File: src/rtl/dbc_pkg.sv
package dbc_pkg;

    // Debounce filter states
    typedef enum logic [0:0] {
        FLT_STABLE  = 1'b0,
        FLT_QUALIFY = 1'b1
    } flt_state_e;

endpackage

File: src/rtl/dbc_sync.sv
module dbc_sync #(
    parameter int  STAGES  = 2,
    parameter logic RST_VAL = 1'b0
) (
    input  logic clk,
    input  logic rst_n,
    input  logic d,
    output logic q
);
    logic [STAGES-1:0] stg;

    genvar gi;
    generate
        for (gi = 0; gi < STAGES; gi++) begin : g_stage
            if (gi == 0) begin : g_first
                always_ff @(posedge clk or negedge rst_n) begin
                    if (!rst_n) stg[gi] <= RST_VAL;
                    else        stg[gi] <= d;
                end
            end else begin : g_next
                always_ff @(posedge clk or negedge rst_n) begin
                    if (!rst_n) stg[gi] <= RST_VAL;
                    else        stg[gi] <= stg[gi-1];
                end
            end
        end
    endgenerate

    assign q = stg[STAGES-1];
endmodule

File: src/rtl/dbc_interval.sv
module dbc_interval #(
    parameter int CNT_W     = 8,
    parameter int RST_TICKS = 10
) (
    input  logic             clk,
    input  logic             rst_n,
    input  logic             cfg_load,
    input  logic [CNT_W-1:0] cfg_ticks,
    output logic [CNT_W-1:0] eff_ticks
);
    localparam logic [CNT_W-1:0] RST_VAL = CNT_W'(RST_TICKS);
    localparam logic [CNT_W-1:0] ONE     = CNT_W'(1);

    logic [CNT_W-1:0] ivl_q;

    always_ff @(posedge clk or negedge rst_n) begin
        if (!rst_n)        ivl_q <= RST_VAL;
        else if (cfg_load) ivl_q <= cfg_ticks;
    end

    // A zero setting is clamped to the shortest legal interval
    always_comb begin
        if (ivl_q == '0) eff_ticks = ONE;
        else             eff_ticks = ivl_q;
    end
endmodule

File: src/rtl/dbc_filter.sv
module dbc_filter
    import dbc_pkg::*;
#(
    parameter int CNT_W = 8
) (
    input  logic             clk,
    input  logic             rst_n,
    input  logic             tick,
    input  logic             sample,
    input  logic [CNT_W-1:0] limit,
    output logic             level,
    output logic             chg
);
    localparam int SUM_W = CNT_W + 1;

    flt_state_e       state_q, state_d;
    logic [CNT_W-1:0] cnt_q, cnt_d;
    logic             level_q, level_d;
    logic             chg_q, chg_d;

    logic             differ;
    logic [SUM_W-1:0] bumped;
    logic             reached;

    assign differ  = (sample != level_q);
    assign bumped  = SUM_W'(cnt_q) + SUM_W'(1);
    assign reached = (bumped >= SUM_W'(limit));

    // State register
    always_ff @(posedge clk or negedge rst_n) begin
        if (!rst_n) begin
            state_q <= FLT_STABLE;
            cnt_q   <= '0;
            level_q <= 1'b0;
            chg_q   <= 1'b0;
        end else begin
            state_q <= state_d;
            cnt_q   <= cnt_d;
            level_q <= level_d;
            chg_q   <= chg_d;
        end
    end

    // Next-state and output decisions
    always_comb begin
        state_d = state_q;
        cnt_d   = cnt_q;
        level_d = level_q;
        chg_d   = 1'b0;
        unique case (state_q)
            FLT_STABLE: begin
                if (tick && differ) begin
                    if (reached) begin              // accept
                        level_d = ~level_q;
                        chg_d   = 1'b1;
                        cnt_d   = '0;
                    end else begin                  // start
                        state_d = FLT_QUALIFY;
                        cnt_d   = bumped[CNT_W-1:0];
                    end
                end
            end
            FLT_QUALIFY: begin
                if (tick) begin
                    if (!differ) begin              // bounce
                        state_d = FLT_STABLE;
                        cnt_d   = '0;
                    end else if (reached) begin     // accept
                        state_d = FLT_STABLE;
                        level_d = ~level_q;
                        chg_d   = 1'b1;
                        cnt_d   = '0;
                    end else begin                  // extend
                        cnt_d   = bumped[CNT_W-1:0];
                    end
                end
            end
            default: begin
                state_d = FLT_STABLE;
                cnt_d   = '0;
            end
        endcase
    end

    assign level = level_q;
    assign chg   = chg_q;
endmodule

File: src/rtl/dbc_capture.sv
module dbc_capture (
    input  logic clk,
    input  logic rst_n,
    input  logic chg,
    input  logic cap_en,
    input  logic ntf_en,
    input  logic flag_clr,
    output logic event_o,
    output logic notify_o
);
    logic hit;
    logic evt_q;
    logic ntf_q;

    assign hit = chg & cap_en;

    always_ff @(posedge clk or negedge rst_n) begin
        if (!rst_n) begin
            evt_q <= 1'b0;
            ntf_q <= 1'b0;
        end else begin
            // a new capture wins over a simultaneous clear
            if (hit)           evt_q <= 1'b1;
            else if (flag_clr) evt_q <= 1'b0;
            ntf_q <= hit & ntf_en;
        end
    end

    assign event_o  = evt_q;
    assign notify_o = ntf_q;
endmodule

File: src/rtl/dio_debounce_capture.sv
module dio_debounce_capture #(
    parameter int CNT_W      = 8,
    parameter int RST_TICKS  = 10,
    parameter int SYNC_DEPTH = 2
) (
    input  logic             clk,
    input  logic             rst_n,
    input  logic             pin_raw,
    input  logic             tick,
    input  logic             cfg_load,
    input  logic [CNT_W-1:0] cfg_ticks,
    input  logic             cap_en,
    input  logic             ntf_en,
    input  logic             flag_clr,
    output logic             level_o,
    output logic             event_o,
    output logic             notify_o
);
    logic             pin_inv;
    logic             samp;
    logic [CNT_W-1:0] eff_ticks;
    logic             chg;

    // active-low pin: ground reads as one
    assign pin_inv = ~pin_raw;

    dbc_sync #(
        .STAGES (SYNC_DEPTH),
        .RST_VAL(1'b0)
    ) u_sync (
        .clk  (clk),
        .rst_n(rst_n),
        .d    (pin_inv),
        .q    (samp)
    );

    dbc_interval #(
        .CNT_W    (CNT_W),
        .RST_TICKS(RST_TICKS)
    ) u_ivl (
        .clk      (clk),
        .rst_n    (rst_n),
        .cfg_load (cfg_load),
        .cfg_ticks(cfg_ticks),
        .eff_ticks(eff_ticks)
    );

    dbc_filter #(
        .CNT_W(CNT_W)
    ) u_flt (
        .clk   (clk),
        .rst_n (rst_n),
        .tick  (tick),
        .sample(samp),
        .limit (eff_ticks),
        .level (level_o),
        .chg   (chg)
    );

    dbc_capture u_cap (
        .clk     (clk),
        .rst_n   (rst_n),
        .chg     (chg),
        .cap_en  (cap_en),
        .ntf_en  (ntf_en),
        .flag_clr(flag_clr),
        .event_o (event_o),
        .notify_o(notify_o)
    );
endmodule

File: config.mk
export PLATFORM = sky130hd
export DESIGN_NAME = dio_debounce_capture
export DESIGN_NICKNAME = d
export VERILOG_FILES = /design/src/rtl/dbc_pkg.sv /design/src/rtl/dbc_sync.sv /design/src/rtl/dbc_interval.sv /design/src/rtl/dbc_filter.sv /design/src/rtl/dbc_capture.sv /design/src/rtl/dio_debounce_capture.sv
export SDC_FILE = /design/constraint.sdc
export NUM_CORES = 1
export LEC_CHECK = 0
export ABC_AREA = 1
export ABC_CLOCK_PERIOD_IN_PS = 4590
export CORE_MARGIN = 2
export CORE_UTILIZATION = 25
export CTS_BUF_LIST = sky130_fd_sc_hd__clkbuf_8
export DETAILED_ROUTE_END_ITERATION = 16
export PLACE_DENSITY = 0.45
export SYNTH_ARGS = -nofsm -noshare
export SYNTH_HDL_FRONTEND = slang
export SYNTH_HIERARCHICAL = 1
export SYNTH_SLANG_ARGS = --single-unit
File: constraint.sdc
create_clock -name clk -period 4.59 [get_ports clk]
set_clock_uncertainty 0.2 [all_clocks]
set_input_delay 0.6885 -clock clk [delete_from_list [all_inputs] [get_ports clk]]
set_output_delay 0.6885 -clock clk [all_outputs]
set_load 0.02 [all_outputs]
==> impl_metrics.prom, run 1 <==
# TYPE chip_impl_metric gauge
chip_impl_metric{name="antenna_cells",unit=""} 0
chip_impl_metric{name="cts_made_buffers",unit=""} 3
chip_impl_metric{name="floorplan.die_area",unit="mm^2"} 0.005782
chip_impl_metric{name="vdd.ir_drop.worst",unit="uV"} 151.8
chip_impl_metric{name="arrival",unit="ns"} 2.35
chip_impl_metric{name="critical-path-max-stage-delay",unit="ns"} 0.43
chip_impl_metric{name="numClockSinks",unit=""} 23
chip_impl_metric{name="pin_count_of_the_biggest_net_entering_global_routing",unit=""} 24
chip_impl_metric{name="initial_utilization",unit=""} 0.2573
chip_impl_metric{name="cts_htree_levels",unit=""} 1
chip_impl_metric{name="maxCapViolCount",unit=""} 0
chip_impl_metric{name="layout.cell_area.non_filler",unit="mm^2"} 0.001574
chip_impl_metric{name="drc_violations_left",unit=""} 0
chip_impl_metric{name="routed_wire_length_per_instance",unit="um"} 10.11
chip_impl_metric{name="num-nets-final",unit=""} 199
chip_impl_metric{name="finalWeightedCongestion",unit=""} 0.7451
chip_impl_metric{name="yosysTopAreaCellShare",unit=""} 0.4050
chip_impl_metric{name="boundaryPins",unit=""} 19
chip_impl_metric{name="cts.repair.resized",unit=""} 0
chip_impl_metric{name="power_leakage",unit="nW"} 0.8066
chip_impl_metric{name="number_of_cells_produced_by_synthesis",unit=""} 159
chip_impl_metric{name="powerDensity",unit="mW/mm^2"} 358.9
chip_impl_metric{name="cts.path.max_buffers",unit=""} 2
chip_impl_metric{name="post-route-period-util",unit=""} 0.5187
chip_impl_metric{name="route.final.wire_length",unit="um"} 2456
chip_impl_metric{name="ys.warnings.count",unit=""} 6
chip_impl_metric{name="synth_fp_nets",unit=""} 184
chip_impl_metric{name="tightestPinTransition",unit="ns"} 1.068
chip_impl_metric{name="dr.first_iter.drc_count",unit=""} 50
chip_impl_metric{name="grt_pass1_wl",unit="um"} 4505
chip_impl_metric{name="synthDistinctLibCells",unit=""} 24
chip_impl_metric{name="layout-drive-gt1-share",unit=""} 0.08671
chip_impl_metric{name="drt_first_pass_iters",unit=""} 4
chip_impl_info{name="yosys-top-cells-area",value="sky130_fd_sc_hd__dfrtp_1 41%, sky130_fd_sc_hd__nand2_1 14%, sky130_fd_sc_hd__ha_1 8.7%"} 1
chip_impl_metric{name="die_height",unit="um"} 76.04
chip_impl_metric{name="final_max_slew_viol_count",unit=""} 0
chip_impl_metric{name="grt_pass1_vias",unit=""} 1000
chip_impl_info{name="critPathLaunchType",value="register"} 1
chip_impl_metric{name="antenna_found_initial",unit=""} 0
chip_impl_metric{name="cts-hold-fix-buffers",unit=""} 0
chip_impl_metric{name="port_buffers",unit=""} 18
chip_impl_metric{name="finalHoldViolations",unit=""} 0
chip_impl_info{name="rsz0062_at_grt",value="no"} 1
chip_impl_metric{name="global_route.usage.total",unit=""} 0.09644
chip_impl_metric{name="synth-seq-area-share",unit=""} 0.4455
chip_impl_metric{name="pre_cts_ws",unit="ns"} 2.199
chip_impl_metric{name="setup_total_negative_slack",unit="ns"} 0
chip_impl_metric{name="chipWidth",unit="um"} 76.04
chip_impl_metric{name="syn-cell-area",unit="mm^2"} 0.001297
chip_impl_metric{name="cts.reportedPaths.clkPinSlew",unit="ns"} 0.09
chip_impl_metric{name="routed_via_density",unit=""} 4.053
chip_impl_metric{name="postPlaceCellArea",unit="mm^2"} 0.001528
chip_impl_metric{name="routed-via-count",unit=""} 985
chip_impl_metric{name="worst_skew_pair.late_latency",unit="ns"} 0.27
chip_impl_metric{name="final-setup-viol-count",unit=""} 0
chip_impl_info{name="timing.critical_path.cells",value="ha_1 -> nand3_2 -> xnor2_1 -> ha_1 -> nand2_1 -> nor2_1 -> nand2_1 -> nand3_1 -> nand2_1 -> nand2_1 -> nand2_2 -> nand2_2 -> nand2_1 -> nand2_1 -> nand2_1"} 1
chip_impl_metric{name="ant_nets",unit=""} 0
chip_impl_metric{name="normalized_max_slew_margin",unit=""} 0.2857
chip_impl_metric{name="crit_required",unit="ns"} 4.56
chip_impl_info{name="cts_tree",value="built"} 1
chip_impl_info{name="critical-path-top-cell-by-count",value="sky130_fd_sc_hd__nand2_1"} 1
chip_impl_metric{name="final_critical_path_setup_slack",unit="ns"} 2.209
chip_impl_metric{name="worst-path-max-fanout",unit=""} 9
chip_impl_metric{name="max_clock_freq",unit="GHz"} 0.4200
chip_impl_metric{name="rows",unit=""} 26
chip_impl_metric{name="global_route.overflow_total",unit=""} 0
chip_impl_metric{name="synth_seq_cells",unit=""} 23
chip_impl_metric{name="area.growth.synth_to_final",unit="%"} 21.31
chip_impl_info{name="synth_top_cell_by_area",value="sky130_fd_sc_hd__dfrtp_1"} 1
chip_impl_info{name="cts_root_buffer",value="sky130_fd_sc_hd__clkbuf_8"} 1
chip_impl_metric{name="hpwl",unit="um"} 1839
chip_impl_metric{name="syn_avg_cell_area",unit="um^2"} 8.160
chip_impl_info{name="critical-path-slowest-cell",value="sky130_fd_sc_hd__dfrtp_1"} 1
chip_impl_info{name="hold_path.class",value="reg2reg"} 1
chip_impl_info{name="status",value="complete, no violations"} 1
chip_impl_info{name="crit_path_kind",value="reg2reg"} 1
chip_impl_metric{name="post_cts_buffers",unit=""} 0
chip_impl_metric{name="finish.utilization",unit=""} 0.3122
chip_impl_metric{name="core_region_area",unit="mm^2"} 0.005042
chip_impl_info{name="end_kind",value="register"} 1
chip_impl_metric{name="min_period",unit="ns"} 2.381
worst max-delay path: cells and delay by family (launching register included):
kind	cells	cell delay [ns]
xor+xnor	1	0.17
fa+ha+maj	2	0.53
simple gates	12	0.95
flops	1	0.43
cell usage in the layout (no fill, tap or decap), types with 2 or more instances in the layout:
master                            synthesis  routed
sky130_fd_sc_hd__a21oi_1                  2       2
sky130_fd_sc_hd__clkbuf_8                 0       3
sky130_fd_sc_hd__clkdlybuf4s50_1          0      18
sky130_fd_sc_hd__dfrtp_1                 21      21
sky130_fd_sc_hd__dfstp_2                  2       2
sky130_fd_sc_hd__ha_1                     9       9
sky130_fd_sc_hd__inv_1                   26      26
sky130_fd_sc_hd__nand2_1                 48      48
sky130_fd_sc_hd__nand2_2                  2       2
sky130_fd_sc_hd__nand3_1                  2       2
sky130_fd_sc_hd__nand3_2                  2       2
sky130_fd_sc_hd__nand4_1                  8       8
sky130_fd_sc_hd__nor2_1                   7       7
sky130_fd_sc_hd__o21ai_0                  9       9
sky130_fd_sc_hd__xnor2_1                  2       2
sky130_fd_sc_hd__xor2_1                   3       3
cell families after synthesis:
family          synth area share
buf+inv                   0.1070
simple gates              0.2594
flops                     0.4455
xor+xnor                 0.03376
compound gates           0.06750
fa+ha+maj                0.08679
Yosys cell counts, drive strengths merged:
cell type and number:
dfstp 2, o21ai 10, xor2 3, dfrtp 21
nand3b 1, ha 9, a21oi 2, o22ai 1
clkbuf 7, xnor2 2, nand3 4, inv 27
a31oi 1, nor3b 1, nand4 8, nand2 50
nor2 9, buf 1
power by group:
part / internal, mW / switching [mW] / leakage (nW)
registers: 0.233 / 0.0293 / 0.293
clock network: 0.0608 / 0.0719 / 0.0255
logic: 0.0723 / 0.0977 / 0.488
total: 0.366 / 0.199 / 0.807
metal layers:
metal	GRT usage	vias to the layer above	routed length, um
met1	0.1167	448	1167
met3	0.01422	4	48
met4	0.06000	0	48
met5	0	-	0
met2	0.1616	9	1190
li1	-	524	-
metrics by stage:
stage	hold WS [ns]	power [mW]	instances
2_1_floorplan	0.1312	0.3831	159
3_3_place_gp	0.1383	0.4339	239
3_5_place_dp	0.1403	0.4392	239
4_1_cts	0.1619	0.5733	243
5_1_grt	0.1775	0.6147	243
6_report	0.1572	0.5649	243
path summary, 6_finish.rpt:
| check | start | endpoint | slack [ns] | cells past startpoint |
|---|---|---|---|---|
| max | u_flt/cnt_q[0] | u_flt/level | 2.21 | 15 |
| min reg2reg | u_sync/stg[0] | u_sync/q | 0.16 | 0 |
| max reg2reg | u_flt/cnt_q[0] | u_flt/level | 2.21 | 15 |
| max in group asynchronous | rst_n | u_flt/cnt_q[0] | 2.76 | 1 |
| min in group asynchronous | rst_n | u_flt/cnt_q[5] | 0.79 | 1 |
| min | u_sync/stg[0] | u_sync/q | 0.16 | 0 |
final cells by class:
cell class / count / area (um^2)
clock buffers: 3 / 41.29
clock inverters: 1 / 5.005
fillers: 525 / 3468
inverters: 27 / 101.3
multi-input cells: 101 / 580.6
flip-flops and latches: 23 / 578.1
well taps: 70 / 87.58
repair buffers: 18 / 180.2
registers in the layout, indices dropped and copies added (netlist names):
| register | cells |
|---|---|
| u_flt/cnt_q | 8 |
| u_ivl/ivl_q | 8 |
| u_cap/event_o | 1 |
| u_cap/notify_o | 1 |
| u_flt/chg | 1 |
| u_flt/level | 1 |
| u_flt/state_q | 1 |
| u_sync/q | 1 |
| u_sync/stg | 1 |
(Power assumes the default switching activity.)
==> run 2: changes to the inputs <==
Settings changed: ABC_CLOCK_PERIOD_IN_PS 4590 to 2200.
Clock period 4.59 ns to 2.2 ns, I/O delays scaled along.
==> run 2 against run 1 <==
Net effect:
- the flow now finishes with violations (negative setup slack)
- via count is 7.2% higher
- count of clock-buffer cells in the layout stayed put
- first-iteration DRC count is 10% higher
- critical path type unchanged
- sequential cell count stayed put
==> impl_metrics.prom, run 2 (synthesis gave the netlist of run 1 again) <==
# TYPE chip_impl_metric gauge
chip_impl_metric{name="total_power",unit="mW"} 1.245
chip_impl_metric{name="drc_violations_left",unit=""} 0
chip_impl_metric{name="initial_utilization",unit=""} 0.2573
chip_impl_info{name="cts_root_buffer",value="sky130_fd_sc_hd__clkbuf_8"} 1
chip_impl_metric{name="power_leakage",unit="nW"} 0.8687
chip_impl_info{name="final_cell_mix",value="47 x sky130_fd_sc_hd__nand2_1, 25 x sky130_fd_sc_hd__inv_1, 20 x sky130_fd_sc_hd__dfrtp_1, 18 x sky130_fd_sc_hd__clkdlybuf4s50_1, 9 x sky130_fd_sc_hd__o21ai_0"} 1
chip_impl_metric{name="routed_via_density",unit=""} 4.174
chip_impl_metric{name="worst-path-max-fanout",unit=""} 5
chip_impl_metric{name="vdd.ir_drop.worst",unit="uV"} 317.1
chip_impl_info{name="timing.rr.start",value="u_flt/cnt_q[0]"} 1
chip_impl_metric{name="routed_wire_length_per_instance",unit="um"} 10.57
chip_impl_info{name="registers_with_the_most_flip_flops",value="u_flt/cnt_q (8), u_ivl/ivl_q (8)"} 1
chip_impl_info{name="critPathLaunchType",value="register"} 1
chip_impl_metric{name="numClockSinks",unit=""} 23
chip_impl_metric{name="grt_pass1_wl",unit="um"} 4643
chip_impl_metric{name="finalWeightedCongestion",unit=""} 0.7784
chip_impl_metric{name="hpwl",unit="um"} 1922
chip_impl_metric{name="ant_nets",unit=""} 0
chip_impl_metric{name="dr.first_iter.drc_count",unit=""} 55
chip_impl_info{name="end_kind",value="register"} 1
chip_impl_metric{name="floorplan.die_area",unit="mm^2"} 0.005782
chip_impl_metric{name="finish.utilization",unit=""} 0.3370
chip_impl_metric{name="comb_power_share",unit=""} 0.350
chip_impl_metric{name="cts_htree_levels",unit=""} 1
chip_impl_metric{name="crit_required",unit="ns"} 2.20
chip_impl_metric{name="antenna_cells",unit=""} 0
chip_impl_info{name="worstSetupStartpoint",value="u_flt/cnt_q[0]"} 1
chip_impl_metric{name="final_critical_path_setup_slack",unit="ns"} -0.01371
chip_impl_info{name="mostFrequentLayoutCell",value="sky130_fd_sc_hd__nand2_1"} 1
chip_impl_metric{name="antenna_found_initial",unit=""} 0
chip_impl_metric{name="timing.critical_path.buf_inv",unit=""} 2
chip_impl_metric{name="die_height",unit="um"} 76.04
chip_impl_metric{name="finalHoldViolations",unit=""} 0
chip_impl_metric{name="drt_first_pass_iters",unit=""} 4
chip_impl_metric{name="num-nets-final",unit=""} 209
chip_impl_metric{name="pin_count_of_the_biggest_net_entering_global_routing",unit=""} 24
chip_impl_metric{name="tightestPinTransition",unit="ns"} 0.5663
chip_impl_metric{name="final_max_slew_viol_count",unit=""} 0
chip_impl_info{name="status",value="finished, violations left"} 1
chip_impl_metric{name="total_switching_power",unit="mW"} 0.4316
chip_impl_metric{name="port_buffers",unit=""} 18
chip_impl_metric{name="global_route.usage.total",unit=""} 0.09876
chip_impl_metric{name="powerDensity",unit="mW/mm^2"} 732.9
chip_impl_metric{name="cell_internal_pwr",unit="mW"} 0.8137
chip_impl_metric{name="post-route-period-util",unit=""} 1.006
chip_impl_metric{name="worst_skew_pair.late_latency",unit="ns"} 0.26
chip_impl_info{name="rsz0062_at_grt",value="yes"} 1
chip_impl_metric{name="route.final.wire_length",unit="um"} 2673
chip_impl_metric{name="global_route.overflow_total",unit=""} 0
chip_impl_metric{name="max_clock_freq",unit="GHz"} 0.4517
chip_impl_metric{name="rows",unit=""} 26
chip_impl_metric{name="maxCapViolCount",unit=""} 0
chip_impl_metric{name="cts.reportedPaths.clkPinSlew",unit="ns"} 0.08
chip_impl_info{name="crit_path_kind",value="reg2reg"} 1
chip_impl_info{name="hold_path.class",value="reg2reg"} 1
chip_impl_info{name="timing.critical_path.cells",value="ha_2 -> nand3_4 -> xnor2_2 -> ha_1 -> nand2_1 -> inv_1 -> nand2_1 -> nand3_2 -> nand2_1 -> nand2_1 -> nand2_2 -> buf_4 -> nand4_1 -> nand2_1"} 1
chip_impl_metric{name="grt_pass1_vias",unit=""} 1029
chip_impl_metric{name="power_switching_share",unit=""} 0.3466
chip_impl_metric{name="area.growth.synth_to_final",unit="%"} 30.95
chip_impl_info{name="failed_checks",value="negative setup slack"} 1
chip_impl_metric{name="filler_cell_count",unit=""} 531
chip_impl_info{name="critical-path-slowest-cell",value="sky130_fd_sc_hd__dfrtp_1"} 1
chip_impl_info{name="critical_path.top_delay_family",value="simple AND/OR/NAND/NOR gates"} 1
chip_impl_metric{name="normalized_max_slew_margin",unit=""} 0.6199
chip_impl_metric{name="layout-drive-gt1-share",unit=""} 0.1803
chip_impl_metric{name="chipWidth",unit="um"} 76.04
chip_impl_info{name="hold_start",value="u_sync/stg[0]"} 1
chip_impl_metric{name="critical-path-max-stage-delay",unit="ns"} 0.37
chip_impl_metric{name="p_clk_frac",unit=""} 0.210
chip_impl_metric{name="routed-via-count",unit=""} 1056
chip_impl_metric{name="core_region_area",unit="mm^2"} 0.005042
chip_impl_metric{name="cts_made_buffers",unit=""} 3
chip_impl_metric{name="proportion_of_power_drawn_by_flip_flops_and_latches",unit=""} 0.439
chip_impl_metric{name="cts.path.max_buffers",unit=""} 2
chip_impl_info{name="cts_tree",value="built"} 1
chip_impl_metric{name="final-setup-viol-count",unit=""} 2
chip_impl_info{name="critical-path-top-cell-by-count",value="sky130_fd_sc_hd__nand2_1"} 1
chip_impl_metric{name="arrival",unit="ns"} 2.22
chip_impl_metric{name="boundaryPins",unit=""} 19
chip_impl_metric{name="min_period",unit="ns"} 2.214
run 2: final timing paths:
check                            endpoint  slack (ns)  cells after the start
setup / recovery           u_flt/cnt_q[4]       -0.01                     14
hold / removal                   u_sync/q        0.16                      0
setup reg to reg           u_flt/cnt_q[4]       -0.01                     14
min in group asynchronous  u_ivl/ivl_q[2]        0.22                      2
hold reg to reg                  u_sync/q        0.16                      0
max in group asynchronous  u_ivl/ivl_q[3]        1.29                      2
run 2: through the flow:
| stage | TNS [ns] | worst slack, ns | area [um^2] | hold WS, ns | cells |
|---|---|---|---|---|---|
| after floorplan | 0 | 0.05168 | 1297 | -0.1656 | 159 |
| after global placement | -0.01329 | -0.004464 | 1573 | 0.1365 | 245 |
| after detailed placement | -0.2882 | -0.04600 | 1573 | 0.1413 | 245 |
| after CTS | 0 | 0.004427 | 1652 | 0.1628 | 250 |
| after global routing | -1.680 | -0.1767 | 1699 | 0.1774 | 253 |
| final | -0.02267 | -0.01371 | 1699 | 0.1574 | 253 |
run 2: area by class of cell:
| type | instances | area [um^2] | area share |
|---|---|---|---|
| inverters | 27 | 101.3 | 0.05965 |
| flip-flops and latches | 23 | 579.3 | 0.3409 |
| repair buffers | 27 | 251.5 | 0.1480 |
| well taps | 70 | 87.58 | 0.05155 |
| clock inverters | 1 | 5.005 | 0.002946 |
| multi-input cells | 102 | 633.1 | 0.3726 |
| clock buffers | 3 | 41.29 | 0.02430 |
run 2: what timing repair did:
item	CTS	global route
buffers inserted	1	2
gates cloned	0	1
endpoints found under the setup margin	10	11
gates resized for setup	4	6
pin swaps	1	8
hold buffers	0	0
run 2: routing by layer:
metal	wire length [um]	part of all wire	GRT usage
met1	1239	0.46	0.1243
met2	1342	0.50	0.1652
met3	47	0.018	0.01422
met4	44	0.016	0.05091
met5	0	0	0
run 2: power groups by stage:
stage	Clock, mW	Combinational [mW]	Sequential (mW)
2_1_floorplan	0	0.245	0.554
3_3_place_gp	0	0.390	0.545
3_5_place_dp	0	0.394	0.550
4_1_cts	0.279	0.415	0.544
5_1_grt	0.298	0.496	0.556
6_report	0.262	0.436	0.547
